<file path="config.mk">
export PLATFORM = sky130hd
export DESIGN_NAME = pin_streamer
export DESIGN_NICKNAME = d
export VERILOG_FILES = /design/src/rtl/pin_streamer_pkg.sv /design/src/rtl/pin_streamer_stage.sv /design/src/rtl/pin_streamer_skid.sv /design/src/rtl/pin_streamer.sv
export SDC_FILE = /design/constraint.sdc
export NUM_CORES = 1
export LEC_CHECK = 0
export BUFFER_PORTS_ARGS = -buffer_cell sky130_fd_sc_hd__buf_2
export CORE_MARGIN = 5
export CORE_UTILIZATION = 58
export DETAILED_ROUTE_END_ITERATION = 12
export PLACE_DENSITY = 0.83
export REMOVE_ABC_BUFFERS = 1
export SETUP_SLACK_MARGIN = 0.2
export SLEW_MARGIN = 10
export SYNTH_ARGS = -nofsm -noshare
export SYNTH_HDL_FRONTEND = slang
export SYNTH_HIERARCHICAL = 1
export SYNTH_SLANG_ARGS = --single-unit
</file>
<file path="constraint.sdc">
create_clock -name clk -period 4.23 [get_ports clk]
set_input_delay 0.846 -clock clk [delete_from_list [all_inputs] [get_ports clk]]
set_output_delay 0.846 -clock clk [all_outputs]
set_load 0.01 [all_outputs]
</file>
<file path="src/rtl/pin_streamer_pkg.sv">
package pin_streamer_pkg;

    localparam int unsigned LAT_SDR = 1;
    localparam int unsigned LAT_DDR = 2;

    // bits needed to count 0..depth
    function automatic int unsigned cnt_bits(input int unsigned depth);
        int unsigned b;
        b = 1;
        while ((1 << b) <= depth) b++;
        return b;
    endfunction

endpackage

</file>
<file path="src/rtl/pin_streamer_stage.sv">
module pin_streamer_stage #(
    parameter int unsigned WIDTH   = 4,
    parameter int unsigned META_W  = 6,
    parameter int unsigned LATENCY = pin_streamer_pkg::LAT_DDR
) (
    input  logic              clk,
    input  logic              rst_n,
    input  logic              accept,
    input  logic [WIDTH-1:0]  cmd_out,
    input  logic [WIDTH-1:0]  cmd_oe,
    input  logic              cmd_sample,
    input  logic [META_W-1:0] cmd_meta,
    input  logic [WIDTH-1:0]  pin_i,
    output logic [WIDTH-1:0]  pin_o,
    output logic [WIDTH-1:0]  pin_oe,
    output logic              tail_flag,
    output logic [WIDTH-1:0]  tail_data,
    output logic [META_W-1:0] tail_meta
);

    typedef struct packed {
        logic [LATENCY-1:0][WIDTH-1:0]  drv;
        logic [LATENCY-1:0][WIDTH-1:0]  en;
        logic [LATENCY-1:0][WIDTH-1:0]  cap;
        logic [LATENCY-1:0]             want;
        logic [LATENCY-1:0][META_W-1:0] tag;
    } stage_t;

    stage_t st_d, st_q;

    always_comb begin
        st_d = st_q;
        // first slot: drive values hold until the next command
        if (accept) begin
            st_d.drv[0] = cmd_out;
            st_d.en[0]  = cmd_oe;
        end
        // capture the pins as they stand at this edge
        st_d.cap[0]  = pin_i;
        st_d.want[0] = accept & cmd_sample;
        st_d.tag[0]  = cmd_meta;
        for (int k = 1; k < LATENCY; k++) begin
            st_d.drv[k]  = st_q.drv[k-1];
            st_d.en[k]   = st_q.en[k-1];
            st_d.cap[k]  = st_q.cap[k-1];
            st_d.want[k] = st_q.want[k-1];
            st_d.tag[k]  = st_q.tag[k-1];
        end
    end

    always_ff @(posedge clk) begin
        if (!rst_n) st_q <= '0;
        else        st_q <= st_d;
    end

    assign pin_o     = st_q.drv[LATENCY-1];
    assign pin_oe    = st_q.en[LATENCY-1];
    assign tail_flag = st_q.want[LATENCY-1];
    assign tail_data = st_q.cap[LATENCY-1];
    assign tail_meta = st_q.tag[LATENCY-1];

    // pins show an accepted command exactly LATENCY edges later
    p_pins_follow_r2: assert property (@(posedge clk) disable iff (!rst_n)
        ($past(accept, LATENCY) && $past(rst_n, LATENCY)) |->
        (pin_o == $past(cmd_out, LATENCY) && pin_oe == $past(cmd_oe, LATENCY)));

endmodule

</file>
<file path="src/rtl/pin_streamer_skid.sv">
module pin_streamer_skid #(
    parameter int unsigned ITEM_W = 10,
    parameter int unsigned DEPTH  = 2
) (
    input  logic              clk,
    input  logic              rst_n,
    input  logic              in_flag,
    input  logic [ITEM_W-1:0] in_item,
    input  logic              out_ready,
    output logic              out_valid,
    output logic [ITEM_W-1:0] out_item,
    output logic              empty
);

    localparam int unsigned CW = pin_streamer_pkg::cnt_bits(DEPTH);

    typedef struct packed {
        logic [DEPTH-1:0][ITEM_W-1:0] ent;
        logic [CW-1:0]                cnt;
    } skid_t;

    skid_t sk_d, sk_q;
    logic  push, pop;
    logic [CW-1:0] mid;

    always_comb begin
        empty     = (sk_q.cnt == '0);
        out_valid = empty ? in_flag : 1'b1;
        out_item  = empty ? in_item : sk_q.ent[0];
        pop       = !empty && out_ready;
        // a fresh capture bypasses the store only if it leaves at once
        push      = in_flag && !(empty && out_ready);

        sk_d = sk_q;
        if (pop) begin
            for (int k = 0; k < DEPTH - 1; k++) sk_d.ent[k] = sk_q.ent[k+1];
        end
        mid = sk_q.cnt - CW'(pop);
        if (push && mid < CW'(DEPTH)) sk_d.ent[mid] = in_item;
        sk_d.cnt = mid + CW'(push);
    end

    always_ff @(posedge clk) begin
        if (!rst_n) sk_q <= '0;
        else        sk_q <= sk_d;
    end

    // the store never has to take an entry it has no room for
    p_skid_room_r8: assert property (@(posedge clk) disable iff (!rst_n)
        (push && !pop) |-> (sk_q.cnt < CW'(DEPTH)));

    // an offered sample is held until taken
    p_hold_payload_r6: assert property (@(posedge clk) disable iff (!rst_n)
        (out_valid && !out_ready) |=> (out_valid && $stable(out_item)));

endmodule

</file>
<file path="src/rtl/pin_streamer.sv">
module pin_streamer #(
    parameter int unsigned WIDTH   = 4,
    parameter int unsigned META_W  = 6,
    parameter int unsigned LATENCY = pin_streamer_pkg::LAT_DDR
) (
    input  logic              clk,
    input  logic              rst_n,
    input  logic              cmd_valid,
    output logic              cmd_ready,
    input  logic [WIDTH-1:0]  cmd_out,
    input  logic [WIDTH-1:0]  cmd_oe,
    input  logic              cmd_sample,
    input  logic [META_W-1:0] cmd_meta,
    input  logic [WIDTH-1:0]  pin_i,
    output logic [WIDTH-1:0]  pin_o,
    output logic [WIDTH-1:0]  pin_oe,
    output logic              smp_valid,
    input  logic              smp_ready,
    output logic [WIDTH-1:0]  smp_data,
    output logic [META_W-1:0] smp_meta
);

    localparam int unsigned ITEM_W = WIDTH + META_W;

    logic              accept;
    logic              tail_flag;
    logic [WIDTH-1:0]  tail_data;
    logic [META_W-1:0] tail_meta;
    logic              skid_empty;
    logic [ITEM_W-1:0] head_item;

    // readiness ignores the capture bit; a busy store halts intake
    assign cmd_ready = smp_ready && skid_empty;
    assign accept    = cmd_valid && cmd_ready;

    pin_streamer_stage #(
        .WIDTH(WIDTH), .META_W(META_W), .LATENCY(LATENCY)
    ) u_stage (
        .clk(clk), .rst_n(rst_n), .accept(accept),
        .cmd_out(cmd_out), .cmd_oe(cmd_oe), .cmd_sample(cmd_sample),
        .cmd_meta(cmd_meta), .pin_i(pin_i), .pin_o(pin_o), .pin_oe(pin_oe),
        .tail_flag(tail_flag), .tail_data(tail_data), .tail_meta(tail_meta)
    );

    pin_streamer_skid #(
        .ITEM_W(ITEM_W), .DEPTH(LATENCY)
    ) u_skid (
        .clk(clk), .rst_n(rst_n), .in_flag(tail_flag),
        .in_item({tail_data, tail_meta}), .out_ready(smp_ready),
        .out_valid(smp_valid), .out_item(head_item), .empty(skid_empty)
    );

    assign smp_data = head_item[ITEM_W-1:META_W];
    assign smp_meta = head_item[META_W-1:0];

    // no command is taken while the consumer is stalled
    p_cmd_gate_r3: assert property (@(posedge clk) disable iff (!rst_n)
        cmd_ready |-> smp_ready);

endmodule

</file>
# Word-level counts from Yosys, hierarchy flattened
# Index checks and enable logic that the tools add are counted.
word_totals:
  ram_bits: 0
  latchBits: 0
  reg_bits: 60
  mem_bits_ro: 0
  n_memories: 0
  wordCells: 34
  out_inout_bits: 20
classes:
  shifts: 0
  div: 0
  addsub: 2
  n_reduce_logical: 9
  muxes: 7
  eq_ne: 0
  order_cmp: 3
  bitwise_logic: 1
  multipliers: 0
ops:
  columns: ["op", "n"]
  rows:
  - ["$mux 10", 4]
  - ["$bwmux 20", 1]
  - ["$demux 10 s1", 1]
  - ["$logic_and 1x1->1", 6]
  - ["$lt 2x2->1 const B", 2]
  - ["$add 2x1->2", 1]
  - ["$ge 2x1->1 const B", 1]
  - ["$logic_not 1->1", 2]
  - ["$logic_not 2->1", 1]
  - ["$sub 2x1->2", 1]
  - ["$and 1x1->1", 1]
  - ["$mux 1", 1]

# Logic depth before layout (Yosys ltp)
# Gate-level depths: netlist of run 1.
logic_depth:
  depth_word: 10
  ltp_mapped: 8

# By module
# Netlist of run 1, hierarchy kept.
by_module_without_submodules:
  columns: ["mod", "cells_each", "area_per_inst_um2", "n_inst"]
  rows:
  - ["pin_streamer_skid", 148, 1223.7, 1]
  - ["pin_streamer_stage", 89, 1128.6, 1]
  - ["pin_streamer", 2, 12.5, 1]

# Least setup slack after synthesis of run 1
# Ideal clock, no wire load.
synth_timing:
  path_kind: "input-to-reg"
  start: "input port smp_ready"
  end: "register u_skid/sk_q[12] in the netlist's numbering"
  required_ns: 4.151
  setup_slack_ns: 1.946
  path_buffers: 2
  setup_time_ns: 0.079
  arrival_ns: 2.205
  path_stages: 8
  path_cell_list: "o21ai_0 > inv_1 > buf_2 > ha_1 > nand4bb_1 > o32a_1 > buf_2 > o211ai_1"
synth_between:
  elab_chain_cells: 7
  word_cells_on_any_way: 13
  classes_between: "add/sub (1); order compare (3); mux (3); reduce/logical (6)"
synth_lines:
  columns: ["item", "line", "rtl"]
  rows:
  - ["start: declaration", "pin_streamer.sv:18", "input logic smp_ready,"]
  - ["$logic_and 1x1->1", "pin_streamer_skid.sv:30", "pop = !empty && out_ready;"]
  - ["$sub 2x1->2", "pin_streamer_skid.sv:38", "mid = sk_q.cnt - CW'(pop);"]
  - ["$ge 2x1->1 (implied by the code) or $lt 2x2->1 (tied branches)", "pin_streamer_skid.sv:39", "if (push && mid < CW'(DEPTH)) sk_d.ent[mid] = in_item;"]
  - ["$logic_and 1x1->1 (implied by the code)", "pin_streamer_skid.sv:39", null]
  - ["$mux 10 (implied by the code)", "pin_streamer_skid.sv:39", null]
  - ["$demux 10 s1", null, null]
  - ["$bwmux 20", "pin_streamer_skid.sv:39", null]
  - ["end signal: assignment", "pin_streamer_skid.sv:45", "else sk_q <= sk_d;"]
  - ["end: declaration", "pin_streamer_skid.sv:22", "skid_t sk_d, sk_q;"]
# Parallel ways exist; a longest one is shown, timed or not.
# A chain may end at the register's enable or synchronous reset.

# Worst setup path after layout of run 1
layout_timing:
  start: "input port smp_ready"
  end: "register u_skid/sk_q[10] in the netlist's numbering"
layout_between:
  elab_chain_cells: 8
  word_cells_on_any_way: 15
  classes_between: "add/sub (1); order compare (3); mux (5); reduce/logical (6)"
layout_lines:
  columns: ["item", "line"]
  rows:
  - ["$logic_and 1x1->1", "pin_streamer_skid.sv:30"]
  - ["$sub 2x1->2", "pin_streamer_skid.sv:38"]
  - ["$ge 2x1->1 (implied by the code) or $lt 2x2->1 (tied branches)", "pin_streamer_skid.sv:39"]
  - ["$logic_and 1x1->1 (implied by the code)", "pin_streamer_skid.sv:39"]
  - ["$mux 10 (implied by the code)", "pin_streamer_skid.sv:39"]
  - ["$demux 10 s1", null]
  - ["$bwmux 20", "pin_streamer_skid.sv:39"]
  - ["$mux 10 *", "pin_streamer_skid.sv:39"]
# Mark *: on every way between the ends. The rest lies on a longest branch, timed or not.

==> impl_metrics.tcl, run 1 <==
set metrics [dict create \
    synth_simple_gate_area_frac 0.186 \
    ys_seq_elements 60 \
    setup_viol 0 \
    path_class "input pin to flop" \
    drt_first_pass_iters 4 \
    gp_congestion 0.816 \
    drive_gt1_frac 0.247 \
    die_h_um 73.9 \
    swShare 0.289 \
    clock-sinks 60 \
    status "finished clean" \
    crit_path_start_kind "input pin" \
    drt-wirelength-per-cell_um 13.7 \
    tritoncts "built" \
    relSlewSlack 0.281 \
    tightest_slew_ns 1.07 \
    cts-buffers-inserted 9 \
    hold_viol_final 0 \
    syn_area_mm2 0.00236 \
    switchingPower_mw 0.401 \
    antenna_found_initial 0 \
    ctsResizeCount 0 \
    worstPathMaxFanout 11 \
    root_buffer "clkbuf_8" \
    fin_cells 329 \
    synthAdderAreaFrac 0.0106 \
    min_period_over_period 0.749 \
    synth_top_family_by_area "simple AND/OR/NAND/NOR gates" \
    viasPerCell 5.36 \
    clock_latency_ns 0.32 \
    yosysTopAreaCellShare 0.508 \
    stdcell_area_mm2 0.00273 \
    syn2layout_area_growth_pct 15.4 \
    ys_seq_area_frac 0.508 \
    cpMaxStageDelayCell "or3_1" \
    placed_cells 314 \
    synthTopCellsByArea "dfxtp_1, and2_1, o211ai_1" \
    synth_xor_area_frac 0.00741 \
    grt-ovfl-total 0 \
    coreArea_mm2 0.00397 \
    p_leak_nw 1.14 \
    rsz0062_at_grt "no" \
    grt_pass1_wl_um 7500 \
    io_pins 43 \
    yosys_warnings 6 \
    skew_ns 0.00699 \
    rows 23 \
    grt_max_degree 63 \
    dp_hpwl_um 2980 \
    dieWidth_um 73.9 \
    finalNetCount 300 \
    yosysTopAreaCell "dfxtp_1" \
    grt_util_all_layers 0.181 \
    cts.hold.buffers_added 0 \
    p_int_mw 0.989 \
    first_iter_violations 147 \
    peakVddDrop_mv 0.305 \
    ctsLongestPathBuffers 2 \
    vias 1764 \
    critical_path.cell_chain "buf_2 > o21ai_1 > inv_1 > ha_1 > or2_1 > or3_1 > a31oi_1" \
    maxSlewViolCount 0 \
    cts.clk_slew.worst_paths_ns 0.06 \
    hp-class "flop to flop" \
    start_util 0.595 \
    power_frac_comb 0.216 \
    synthCells 239 \
    period_minus_slack_ns 3.17 \
    synth_cell_type_count 28 \
    grt_pass1_vias 1661 \
    seq_power_share 0.448 \
    total_power_mw 1.39 \
    drc 0 \
    synth_compound_area_frac 0.137 \
    cp_data_required_time_ns 4.47 \
    postRouteAntennaNets 0 \
    die-area_mm2 0.00545 \
    drt-total-wl_um 4490 \
    synth_area_per_cell_um2 9.89 \
    post_dp_cell_area_mm2 0.00254 \
    htree_levels 3 \
    diodes 0 \
    crit_path_end_kind "flop" \
    p_clk_frac 0.337 \
    crit_path_max_incr_delay_ns 0.58 \
    max_cap_viol_count 0 \
    tns_ns 0 \
    fin_hold_ws_ns 0.430 \
    powerDensity_mw_per_mm2 509 \
    fmax_mhz 316 \
    synth_mux_area_frac 0.0815 \
    io_buffers 42 \
    post_cts_buffers 0 \
    worstPathArrival_ns 3.41 \
]
-- final timing paths --
kind	from	end	slack, ns	cells after the start
min reg2reg	u_stage/st_d[21]	u_stage/tail_data[3]	0.43	1
min	u_stage/st_d[21]	u_stage/tail_data[3]	0.43	1
max reg2reg	u_skid/sk_q[1]	u_skid/sk_q[10]	1.06	6
max	smp_ready	u_skid/sk_q[10]	1.06	7
-- placed cells by master (no fill, tap or decap), types with 8 or more instances in the layout --
cell / instances
a31oi_1: 10
and2_1: 32
buf_2: 42
clkbuf_8: 13
dfxtp_1: 60
inv_1: 13
mux2_2: 10
mux2i_1: 8
nand2_1: 31
nor2b_1: 9
o211ai_1: 20
o41ai_1: 10
-- logic make-up (layout without fill, tap and decap cells) --
logic type      count (synthesis)  after routing
xor+xnor                        2              2
compound gates                 43             43
buf+inv                        32             72
mux                            18             18
simple gates                   82             82
flops                          60             60
fa+ha+maj                       2              2
-- final cells by class --
class                      instances  area [µm²]
sequential                        60        1200
clock buffer                      14         183
tap                               50        62.6
multi-input combinational        147        1000
inverter                          13        48.8
fill                             330        1240
timing repair buffer              44         225
clock inverter                     1        5.00
-- state kept, by name, indices dropped and copies added, names as in the netlist --
register,flops
u_skid/sk_q,22
u_stage/st_d,19
u_stage/tail_meta,6
u_stage/pin_o,4
u_stage/pin_oe,4
u_stage/tail_data,4
u_stage/tail_flag,1
-- routing by layer --
metal,vias up,track usage,part of all wire
li1,899,-,-
met5,-,0,0
met4,0,0.113,0.018
met3,11,0.0397,0.049
met2,45,0.274,0.48
met1,809,0.234,0.46
-- synthesized netlist by cell type --
| library cell | n |
|---|---|
| or3_1 | 2 |
| nand2_1 | 31 |
| a21boi_0 | 1 |
| mux2_2 | 10 |
| ha_1 | 2 |
| nor2b_1 | 9 |
| dfxtp_1 | 60 |
| o32a_1 | 1 |
| clkbuf_2 | 2 |
| and2_1 | 32 |
| or2_1 | 1 |
| nand2b_1 | 1 |
| a31oi_1 | 10 |
| xor2_1 | 2 |
| nand3_1 | 1 |
| inv_1 | 13 |
| o211ai_1 | 20 |
| clkbuf_1 | 7 |
| buf_6 | 5 |
| nor2_1 | 1 |
| nor4bb_1 | 1 |
| nand4bb_1 | 1 |
| mux2i_1 | 8 |
| buf_1 | 1 |
| buf_2 | 4 |
| o21ai_0 | 1 |
| and3_1 | 2 |
| o41ai_1 | 10 |
-- critical path, delay by kind of cell --
| kind | cells | cell delay [ns] |
|---|---|---|
| compound gates | 2 | 0.71 |
| buf+inv | 2 | 0.53 |
| fa+ha+maj | 1 | 0.35 |
| simple gates | 2 | 0.96 |
-- metrics by stage --
step / utilization / setup WS [ns]
finish: 0.687 / 1.06
global placement: 0.640 / 0.778
CTS: 0.687 / 0.622
floorplan: - / 1.45
detailed placement: 0.640 / 0.647
global route: 0.687 / 0.894
-- power by group through the flow --
stage	clock network [mW]	registers, mW	logic [mW]
after floorplan	0	0.630	0.193
after global placement	0	0.632	0.290
after detailed placement	0	0.634	0.299
after CTS	0.481	0.621	0.300
after global routing	0.512	0.626	0.331
final	0.468	0.622	0.300
Power figures use the tool's default switching activity.
==> run 2, diff against run 1 <==
Settings changed: CORE_UTILIZATION 58 to 54, PLACE_DENSITY 0.83 to 0.78.
Clock period 4.23 ns to 3.15 ns, I/O delays scaled along.
==> impl_metrics.tcl, run 2 (same netlist as run 1, synthesis figures left out) <==
set metrics [dict create \
    cpMaxStageDelayCell "nor2_1" \
    clock-sinks 60 \
    worstPathArrival_ns 1.91 \
    peakVddDrop_mv 0.517 \
    total_power_mw 1.99 \
    ctsLongestPathBuffers 2 \
    root_buffer "clkbuf_8" \
    hp-class "flop to flop" \
    final_common_cell "dfxtp_1" \
    die_h_um 76.2 \
    min_period_over_period 0.808 \
    drt-wirelength-per-cell_um 13.9 \
    start_util 0.551 \
    tightest_slew_ns 0.938 \
    syn2layout_area_growth_pct 17.5 \
    powerDensity_mw_per_mm2 716 \
    coreArea_mm2 0.00429 \
    htree_levels 3 \
    top_register "u_skid/sk_q" \
    fmax_mhz 393 \
    crit_path_max_incr_delay_ns 0.44 \
    ctsResizeCount 0 \
    min-delay-start "u_stage/st_d[13]" \
    hold_viol_final 0 \
    reg2reg_from "u_skid/sk_q[1]" \
    placed_cells 319 \
    pre_cts_ws_ns 0.523 \
    path_class "flop to primary output" \
    dieWidth_um 76.2 \
    worstPathMaxFanout 8 \
    drive_gt1_frac 0.254 \
    layout_common_cells "dfxtp_1, buf_2, and2_1" \
    regToRegSetupSlack_ns 0.71 \
    crit_path_end_kind "primary output" \
    r2r-end "u_skid/sk_q[12]" \
    tns_ns 0 \
    cp_data_required_time_ns 2.52 \
    critical_path.cell_chain "nor2_1 > buf_4 > mux2_2 > buf_2" \
    dp_hpwl_um 3110 \
    maxSlewViolCount 0 \
    cts-buffers-inserted 9 \
    drc 0 \
    die-area_mm2 0.00580 \
    post_dp_cell_area_mm2 0.00256 \
    setup_viol 0 \
    period_minus_slack_ns 2.54 \
    stdcell_area_mm2 0.00278 \
    rows 24 \
    vias 1776 \
    io_pins 43 \
    grt_max_degree 37 \
    largest_reg_flops 22 \
    cts.clk_slew.worst_paths_ns 0.07 \
    viasPerCell 5.30 \
    p_leak_nw 1.16 \
    grt-ovfl-total 0 \
    n_fill_cell 344 \
    rsz0062_at_grt "no" \
    worst_slack_ns 0.605 \
    antenna_found_initial 0 \
    tritoncts "built" \
    status "finished clean" \
    r2r.worst_path.cells 6 \
    gp_congestion 0.791 \
    skew_ns 0.00708 \
    postRouteAntennaNets 0 \
    io_buffers 42 \
    diodes 0 \
    clock_latency_ns 0.33 \
    grt_pass1_wl_um 7980 \
    grt_pass1_vias 1740 \
    post_cts_buffers 0 \
    final_util 0.647 \
    finalNetCount 303 \
    grt_util_all_layers 0.169 \
    drt-total-wl_um 4670 \
    fin_cells 335 \
    hold_path_depth 1 \
    relSlewSlack 0.372 \
    crit_path_start_kind "flop" \
    fin_hold_ws_ns 0.432 \
    hold_path_end "u_stage/tail_flag" \
    first_iter_violations 116 \
    max_cap_viol_count 0 \
    cts.hold.buffers_added 0 \
    drt_first_pass_iters 5 \
]
==> run 2: cell type report <==
| class | instances | area (µm²) | area share |
|---|---|---|---|
| clock buffer | 11 | 141 | 0.0509 |
| clock inverter | 5 | 75.1 | 0.0270 |
| timing repair buffer | 47 | 248 | 0.0892 |
| tap | 52 | 65.1 | 0.0234 |
| inverter | 13 | 48.8 | 0.0176 |
| sequential | 60 | 1200 | 0.432 |
| multi-input combinational | 147 | 998 | 0.359 |
==> run 2: worst max-delay path by stage <==
stage                      endpoint  slack (ns)      startpoint  depth (start not counted)
finish                  smp_meta[3]        0.61  u_skid/sk_q[1]                          4
global route            smp_meta[3]        0.49  u_skid/sk_q[1]                          4
CTS                     smp_meta[3]        0.60  u_skid/sk_q[1]                          4
detailed placement   u_skid/sk_q[1]        0.52       smp_ready                          7
global placement    u_skid/sk_q[12]        0.59       smp_ready                          7
floorplan           u_skid/sk_q[10]        0.51  u_skid/sk_q[1]                          6
==> run 2: power breakdown <==
part	total (mW)	switching [mW]	internal, mW
clock	0.745	0.282	0.463
combinational	0.409	0.245	0.164
sequential	0.835	0.0301	0.805
total	1.99	0.557	1.43
==> run 2: critical path, delay by kind of cell, from the launching register on <==
| kind | cells | cell delay, ns |
|---|---|---|
| buffers and inverters | 2 | 0.41 |
| AND/OR/NAND/NOR | 1 | 0.44 |
| flip-flops | 1 | 0.38 |
| multiplexers | 1 | 0.35 |
==> run 2: metal layers <==
metal  track usage  vias up  wire [µm]
li1              -      898          -
met1         0.202      821       2080
met2         0.263       53       2250
met3        0.0662        4        302
met4        0.0857        0         34
met5             0        -          0
==> run 3, diff against run 2 <==
Settings changed: ABC_AREA from default to 1, CORE_UTILIZATION 54 to 55, PLACE_DENSITY 0.78 to 0.79.
Clock period 3.15 ns to 2.4 ns, I/O delays scaled along.
==> impl_metrics.tcl, run 3 <==
set metrics [dict create \
    fmax_mhz 517 \
    worstPathMaxFanout 31 \
    cts.clk_slew.worst_paths_ns 0.06 \
    drt-total-wl_um 4710 \
    io_pins 43 \
    maxSlewViolCount 0 \
    fin_cells 454 \
    largest_reg_flops 22 \
    hp-class "input pin to flop" \
    tns_ns 0 \
    ys_seq_area_frac 0.485 \
    r2r.worst_path.cells 9 \
    ys_seq_elements 60 \
    tightest_slew_ns 0.515 \
    coreArea_mm2 0.00435 \
    post_dp_cell_area_mm2 0.00269 \
    final_util 0.669 \
    setup_viol 0 \
    grt-ovfl-total 0 \
    gp_congestion 0.791 \
    htree_levels 3 \
    p_leak_nw 1.77 \
    synth_edf_count 0 \
    powerDensity_mw_per_mm2 882 \
    swShare 0.288 \
    synthCells 354 \
    period_minus_slack_ns 1.94 \
    status "finished clean" \
    grt_util_all_layers 0.171 \
    yosysTopAreaCellShare 0.485 \
    clock_latency_ns 0.32 \
    dp_hpwl_um 3140 \
    drc 0 \
    finalNetCount 422 \
    post_cts_buffers 0 \
    worst_slack_ns 0.464 \
    cts-buffers-inserted 9 \
    grt_max_degree 32 \
    fin_hold_ws_ns 0.335 \
    seq_power_share 0.427 \
    first_iter_violations 98 \
    p_clk_frac 0.380 \
    die-area_mm2 0.00594 \
    skew_ns 0.00540 \
    power_frac_comb 0.194 \
    layout_common_cells "nand2_1, inv_1, dfxtp_1" \
    drive_gt1_frac 0.194 \
    synthFlopType "dfxtp_1" \
    top_register "u_skid/sk_q" \
    grt_pass1_wl_um 8340 \
    synth_area_per_cell_um2 6.99 \
    synthTopCellsByArea "dfxtp_1, nand2_1, inv_1" \
    syn_area_mm2 0.00248 \
    peakVddDrop_mv 0.571 \
    yosysMostFrequentCell "nand2_1" \
    synth_cell_type_count 20 \
    viasPerCell 4.62 \
    drt-wirelength-per-cell_um 10.4 \
    rsz0062_at_grt "no" \
    placed_cells 438 \
    syn2layout_area_growth_pct 17.6 \
    stdcell_area_mm2 0.00291 \
    path_class "flop to primary output" \
    drt_first_pass_iters 5 \
    ys_top_cells_by_count "nand2_1, inv_1, dfxtp_1" \
    cp_data_required_time_ns 1.92 \
    worstPathArrival_ns 1.46 \
    total_power_mw 2.57 \
    vias 2099 \
    start_util 0.569 \
    relSlewSlack 0.657 \
    dieWidth_um 77.1 \
    crit_path_end_kind "primary output" \
    crit_path_start_kind "flop" \
    tritoncts "built" \
    pre_cts_ws_ns 0.359 \
    antenna_found_initial 0 \
    io_buffers 42 \
    root_buffer "clkbuf_8" \
    switchingPower_mw 0.739 \
    rows 24 \
    diodes 0 \
    die_h_um 77.1 \
    hold_path_depth 3 \
    clock-sinks 60 \
    min_period_over_period 0.807 \
    max_cap_viol_count 0 \
    p_int_mw 1.83 \
    hold_viol_final 0 \
    ctsLongestPathBuffers 2 \
    grt_pass1_vias 2000 \
    yosysTopAreaCell "dfxtp_1" \
    synthArstFlopShare 0 \
    postRouteAntennaNets 0 \
    final_common_cell "nand2_1" \
    yosys_warnings 6 \
]
[run 3: changes by cell type after synthesis, sizes merged, moves of 9 or more]
cell / before / now
a31oi: 10 / 0
and2: 32 / 0
inv: 13 / 75
mux2: 10 / 0
nand2: 31 / 120
nand3: 1 / 20
nor2: 1 / 47
nor2b: 9 / 0
o211ai: 20 / 0
o21ai: 1 / 13
o41ai: 10 / 0
[run 3: worst paths after layout]
path	startpoint	endpoint	slack, ns
hold reg to reg	u_stage/st_d[19]	u_stage/tail_data[1]	0.41
setup / recovery	u_skid/sk_q[1]	smp_valid	0.46
hold / removal	pin_i[3]	u_stage/st_d[21]	0.33
setup reg to reg	u_skid/sk_q[1]	u_skid/sk_q[3]	0.62
[run 3: kinds of logic after synthesis]
| group | synth area share |
|---|---|
| AOI/OAI and AO/OA | 0.0283 |
| adders and majority gates | 0.0101 |
| buffers and inverters | 0.156 |
| DFF | 0.485 |
| and+or+nand+nor | 0.321 |
[run 3: layer usage]
metal	GRT usage	share of wire	vias to the layer above
met5	0	0	-
met4	0.0808	0.010	0
met3	0.0539	0.051	6
met2	0.298	0.51	43
met1	0.186	0.43	947
li1	-	-	1103
[run 3: worst max-delay path, stage by stage, from the launching register on]
cell and delay, ns:
dfxtp_1 0.36, inv_1 0.11, nand2_4 0.19, or2_2 0.33
buf_2 0.14
[run 3: final cells by class]
class / instances / area, µm²
Fill cell: 384 / 1440
Sequential cell: 60 / 1200
Multi-Input combinational cell: 205 / 895
Inverter: 75 / 282
Timing Repair Buffer: 46 / 253
Clock buffer: 11 / 141
Clock inverter: 5 / 75.1
Tap cell: 52 / 65.1
[run 3: power groups by stage]
stage | combinational (mW) | clock [mW] | sequential [mW]
floorplan | 0.315 | 0 | 1.12
global placement | 0.476 | 0 | 1.11
detailed placement | 0.491 | 0 | 1.12
CTS | 0.497 | 0.999 | 1.10
global route | 0.560 | 1.05 | 1.10
finish | 0.498 | 0.975 | 1.10
[run 3: what timing repair did]
item,in CTS,in global routing
endpoints found under the hold margin,0,0
setup endpoints to repair,0,2
hold buffers,0,0
gates resized for setup,0,1
